File: config.mk
export PLATFORM = sky130hd
export DESIGN_NAME = rn_rename_top
export DESIGN_NICKNAME = d
export VERILOG_FILES = /design/src/rtl/rn_pkg.sv /design/src/rtl/rn_free_pick.sv /design/src/rtl/rn_map_read.sv /design/src/rtl/rn_release_filter.sv /design/src/rtl/rn_rename_top.sv
export SDC_FILE = /design/constraint.sdc
export NUM_CORES = 1
export LEC_CHECK = 0
export BUFFER_PORTS_ARGS = -buffer_cell sky130_fd_sc_hd__buf_2
export CAP_MARGIN = 20
export CORE_ASPECT_RATIO = 0.9
export CORE_UTILIZATION = 50
export DETAILED_ROUTE_END_ITERATION = 8
export PLACE_DENSITY = 0.69
export SLEW_MARGIN = 30
export SYNTH_ARGS = -nofsm -noshare
export SYNTH_HDL_FRONTEND = slang
export SYNTH_SLANG_ARGS = --single-unit
File: constraint.sdc
create_clock -name clk -period 2.2 [get_ports clk]
set_input_delay 0.22 -clock clk [delete_from_list [all_inputs] [get_ports clk]]
set_output_delay 0.22 -clock clk [all_outputs]
set_load 0.005 [all_outputs]
File: src/rtl/rn_pkg.sv
package rn_pkg;
    parameter int unsigned RN_ARCH_REGS = 8;
    parameter int unsigned RN_PHYS_REGS = 16;
endpackage

File: src/rtl/rn_free_pick.sv
// Priority picker: lowest-numbered set bit of the free bitmap.
module rn_free_pick #(
    parameter  int unsigned N = 16,
    localparam int unsigned W = $clog2(N)
) (
    input  logic [N-1:0] free_vec,
    output logic         found,
    output logic [W-1:0] idx
);
    always_comb begin
        found = 1'b0;
        idx   = '0;
        for (int i = N - 1; i >= 0; i--) begin
            if (free_vec[i]) begin
                found = 1'b1;
                idx   = W'(i);
            end
        end
    end
endmodule

File: src/rtl/rn_map_read.sv
// One read port into the rename map table.
module rn_map_read #(
    parameter int unsigned ENTRIES = 8,
    parameter int unsigned AW      = 3,
    parameter int unsigned DW      = 4
) (
    input  logic [ENTRIES-1:0][DW-1:0] table_in,
    input  logic [AW-1:0]              sel,
    output logic [DW-1:0]              val
);
    assign val = table_in[sel];
endmodule

File: src/rtl/rn_release_filter.sv
// Accepts a release only for a register that is in use but no longer mapped.
module rn_release_filter #(
    parameter int unsigned ARCH_REGS = 8,
    parameter int unsigned PHYS_REGS = 16,
    parameter int unsigned PW        = 4
) (
    input  logic [ARCH_REGS-1:0][PW-1:0] map_in,
    input  logic [PHYS_REGS-1:0]         free_vec,
    input  logic                         rel_valid,
    input  logic [PW-1:0]                rel_phys,
    output logic                         rel_ok
);
    logic [ARCH_REGS-1:0] hit;

    generate
        for (genvar g = 0; g < ARCH_REGS; g++) begin : g_cmp
            assign hit[g] = (map_in[g] == rel_phys);
        end
    endgenerate

    assign rel_ok = rel_valid && !free_vec[rel_phys] && (hit == '0);
endmodule

File: src/rtl/rn_rename_top.sv
module rn_rename_top #(
    parameter  int unsigned ARCH_REGS = rn_pkg::RN_ARCH_REGS,
    parameter  int unsigned PHYS_REGS = rn_pkg::RN_PHYS_REGS,
    localparam int unsigned AW        = $clog2(ARCH_REGS),
    localparam int unsigned PW        = $clog2(PHYS_REGS)
) (
    input  logic          clk,
    input  logic          rst_n,
    input  logic          in_valid,
    input  logic [AW-1:0] src1_arch,
    input  logic [AW-1:0] src2_arch,
    input  logic [AW-1:0] dst_arch,
    input  logic          rel_valid,
    input  logic [PW-1:0] rel_phys,
    output logic          out_valid,
    output logic [PW-1:0] src1_phys,
    output logic [PW-1:0] src2_phys,
    output logic [PW-1:0] dst_phys,
    output logic [PW-1:0] old_phys
);
    localparam int unsigned NRD = 3;

    typedef struct packed {
        logic [ARCH_REGS-1:0][PW-1:0] map;
        logic [PHYS_REGS-1:0]         free;
        logic                         ov;
        logic [PW-1:0]                s1;
        logic [PW-1:0]                s2;
        logic [PW-1:0]                dp;
        logic [PW-1:0]                op;
    } rn_state_t;

    function automatic rn_state_t reset_state();
        rn_state_t r;
        r = '0;
        for (int i = 0; i < ARCH_REGS; i++) r.map[i] = PW'(i);
        for (int i = 0; i < PHYS_REGS; i++) r.free[i] = (i >= ARCH_REGS);
        return r;
    endfunction

    rn_state_t st_d, st_q;

    // map read ports: src1, src2, destination (old instance)
    logic [NRD-1:0][AW-1:0] rd_sel;
    logic [NRD-1:0][PW-1:0] rd_val;
    assign rd_sel[0] = src1_arch;
    assign rd_sel[1] = src2_arch;
    assign rd_sel[2] = dst_arch;

    generate
        for (genvar g = 0; g < NRD; g++) begin : g_rd
            rn_map_read #(
                .ENTRIES (ARCH_REGS),
                .AW      (AW),
                .DW      (PW)
            ) rd_i (
                .table_in (st_q.map),
                .sel      (rd_sel[g]),
                .val      (rd_val[g])
            );
        end
    endgenerate

    logic          pick_found;
    logic [PW-1:0] pick_idx;

    rn_free_pick #(.N(PHYS_REGS)) pick_i (
        .free_vec (st_q.free),
        .found    (pick_found),
        .idx      (pick_idx)
    );

    logic rel_ok;

    rn_release_filter #(
        .ARCH_REGS (ARCH_REGS),
        .PHYS_REGS (PHYS_REGS),
        .PW        (PW)
    ) relf_i (
        .map_in    (st_q.map),
        .free_vec  (st_q.free),
        .rel_valid (rel_valid),
        .rel_phys  (rel_phys),
        .rel_ok    (rel_ok)
    );

    always_comb begin
        st_d    = st_q;
        st_d.ov = 1'b0;
        if (in_valid && pick_found) begin
            st_d.ov            = 1'b1;
            st_d.s1            = rd_val[0];
            st_d.s2            = rd_val[1];
            st_d.op            = rd_val[2];
            st_d.dp            = pick_idx;
            st_d.map[dst_arch] = pick_idx;
            st_d.free[pick_idx] = 1'b0;
        end
        // filtered release never names the register picked this cycle
        if (rel_ok) st_d.free[rel_phys] = 1'b1;
    end

    always_ff @(posedge clk) begin
        if (!rst_n) st_q <= reset_state();
        else        st_q <= st_d;
    end

    logic [PHYS_REGS-1:0] free_vec_q;
    assign free_vec_q = st_q.free;

    assign out_valid = st_q.ov;
    assign src1_phys = st_q.s1;
    assign src2_phys = st_q.s2;
    assign dst_phys  = st_q.dp;
    assign old_phys  = st_q.op;
endmodule

==> summary.md <==
| Metric | Value |
|---|---|
| Post-Place Worst Slack | `between 60 and 70 ps` |
| Htree depth | `3` |
| Slew Viols, Final | `0` |
| Syn Inst Count | `~440` |
| Syn Nets | `approximately 450` |
| Number of global-route vias before repair | `3529` |
| Yosys reg bits | `between 60 and 70` |
| Max-cap violations | `0` |
| Hold Fails Final Rpt | `0` |
| First-pass GRT wire length | `19600 µm` |
| Placed cells | `560` |
| HPWL after DPL | `about 9000 µm` |
| Peak VDD IR | `464 µV` |
| Routed Antenna Nets | `0` |
| Hold Buf Count CTS | `0` |
| Largest net degree at the start of global routing | `32` |
| Setup WS post-layout | `141 ps` |
| Crit share post-route | `0.936` |
| Critical Path Sink Type | `register` |
| Rel. slew slack | `0.444` |
| CP max stage cell | `or3_4` |
| P_leak | `between 1.5 and 2 nW` |
| Antenna diode count | `0` |
| Die H | `between 80 and 90 µm` |
| R2R setup slack | `140 ps` |
| Critical Path, Cell by Cell | `or2_1 -> or3_4 -> or3_4 -> nor4bb_2 -> o221ai_1` |
| CP startpoint kind | `register` |
| Maximum clock frequency | `just under 500 MHz` |
| Average via count per standard cell | `approximately 6.6` |
| Initial antenna violation count | `0` |
| Clk slew on worst S/H paths | `about 80 ps` |
| Hold slack final | `~240 ps` |
| Post-layout nets | `490` |
| Most used DFF post-synth | `dfxtp_1` |
| GPL Wtd Cong | `between 0.9 and 1` |
| Chip Width | `97.9 µm` |
| Max incr delay on CP | `between 400 and 500 ps` |
| Core Area | `between 8000 and 9000 µm²` |
| CTS root buf | `clkbuf_8` |
| Post-synth EDFFs | `0` |
| Layout cells sized above 1 | `0.264` |
| Die area | `between 8000 and 9000 µm²` |
| Final std cells w/o fill | `a little under 600` |
| Syn avg cell area | `around 9.5 µm²` |
| CTS tree | `built` |
| Worst slew pin tran | `just over 800 ps` |
| RSZ-0062 raised after global routing | `no` |
| Most common cell on crit path | `or3_4` |
| Hold Path Class | `input port to register` |
| Post-Route WL | `between 10000 and 15000 µm` |
| DRC errors left | `1` |
| PD cells | `~670 nW/µm²` |
| Yosys warning count | `0` |
| Ys async rst share | `0` |
| I/O Pins | `34` |
| Crit Path Max Fanout | `7` |
| Port Buf Inserts | `33` |
| Crit Path Class | `register to register` |
| Total CTS buffers | `9` |
| Crit-path leading delay family | `simple AND/OR/NAND/NOR gates` |
| Seq/Total Area, Yosys | `0.314` |
| Rows | `31` |
| Vias | `between 3000 and 4000` |
| Critical Path RT | `approximately 2400 ps` |
| Pre-antenna DRT Iters | `7` |
| Endpoints failing setup | `0` |
| Cell area after synthesis | `4140 µm²` |
| Initial Util | `0.516` |
| 1st-iter DRT viols | `roughly 540` |
| Syn-to-layout area delta | `13.7%` |
| Pwr Total | `about 3.1 mW` |
| Skew final | `10.6 ps` |
| Sink Count | `65` |
| Final min period | `2060 ps` |
| All-layer global routing usage | `0.300` |
| Max clock buf depth | `2` |
| Outcome | `complete, but fails checks` |
| Clk_lat worst skew | `340 ps` |
| Setup TNS | `0 ps` |
| Routed WL per cell | `around 21 µm` |
| Failing checks | `design-rule violations` |
| Global route total overflow | `0` |
| Post-synth cell types | `69` |
| Buf/Inv on CP | `0` |
| WP data arrival | `between 2000 and 2500 ps` |
==> cell type report <==
| class | count | area, µm² |
|---|---|---|
| Fill cell | 737 | 3320 |
| Multi-Input combinational cell | 324 | 2610 |
| Sequential cell | 65 | 1300 |
| Timing Repair Buffer | 62 | 383 |
| Clock buffer | 9 | 124 |
| Clock inverter | 7 | 124 |
| Tap cell | 99 | 124 |
| Inverter | 11 | 41.3 |
==> cells by family after synthesis <==
logic type,count (synthesis),share of synthesized area
AND/OR/NAND/NOR,141,0.178
AO/OA/AOI/OAI,106,0.200
flip-flops,65,0.314
buffers and inverters,47,0.0637
multiplexers,45,0.177
XOR/XNOR,32,0.0677
==> power breakdown <==
group / internal [mW] / total [mW] / switching [mW]
combinational: 0.246 / 0.573 / 0.327
sequential: 1.23 / 1.29 / 0.0650
clock: 0.765 / 1.28 / 0.517
total: 2.24 / 3.15 / 0.910
==> synth_stat cells, types with 8 or more instances <==
master / n / share of area
a211oi_1: 14 / 0.025
a21oi_1: 13 / 0.016
buf_2: 8 / 0.0097
clkbuf_1: 16 / 0.015
dfxtp_1: 65 / 0.31
inv_1: 10 / 0.0091
mux2i_1: 20 / 0.048
mux4_2: 21 / 0.11
nand2_1: 34 / 0.031
nor2_1: 45 / 0.041
nor3_1: 10 / 0.012
nor4_1: 10 / 0.015
o211ai_1: 13 / 0.024
o21ai_0: 10 / 0.012
xor2_1: 28 / 0.059
==> metrics by stage <==
stage,utilization,area (µm²)
floorplan,-,4140
global placement,0.551,4430
detailed placement,0.551,4430
CTS,0.582,4670
global route,0.587,4710
finish,0.587,4710
==> registers in the layout, indices dropped and copies added, names as in the netlist <==
name	cells
st_q	32
out_valid	1
free_vec_q	16
src1_phys	4
dst_phys	4
src2_phys	4
old_phys	4
==> metal layers <==
layer	routed length, µm	GRT usage	up-vias
met3	1410	0.0608	21
met4	189	0.0785	0
met2	5440	0.463	239
met1	5260	0.431	1808
li1	-	-	1736
met5	0	0	-
==> final timing paths <==
check	endpoint	cells after the start	from
max	free_vec_q[14]	5	free_vec_q[7]
min	st_q[36]	2	in_valid
max reg2reg	free_vec_q[14]	5	free_vec_q[7]
min reg2reg	dst_phys[2]	2	dst_phys[2]
==> cell usage in the layout (no fill, tap or decap), types with 4 or more instances in the layout <==
master / netlist / layout
dfxtp_1: 65 / 65
nor2_1: 45 / 45
nand2_1: 34 / 34
buf_2: 8 / 33
buf_4: 1 / 29
xor2_1: 28 / 28
mux4_2: 21 / 21
mux2i_1: 20 / 20
a211oi_1: 14 / 14
a21oi_1: 13 / 13
o211ai_1: 13 / 13
o21ai_0: 10 / 10
nor3_1: 10 / 10
inv_1: 10 / 10
nor4_1: 10 / 9
clkbuf_8: 4 / 9
nand2b_1: 7 / 7
nand3_1: 7 / 7
a311oi_1: 5 / 5
o221ai_1: 5 / 5
xnor2_1: 4 / 4
nand4_1: 4 / 4
o22ai_1: 4 / 4
o21ai_1: 4 / 4
==> repair_timing <==
| item | 4_1_cts | 5_1_grt |
|---|---|---|
| gates resized for setup | 0 | 5 |
| endpoints found under the hold margin | 0 | 0 |
| setup endpoints to repair | 0 | 5 |
| buffers inserted | 0 | 1 |
Power figures use the tool's default switching activity.
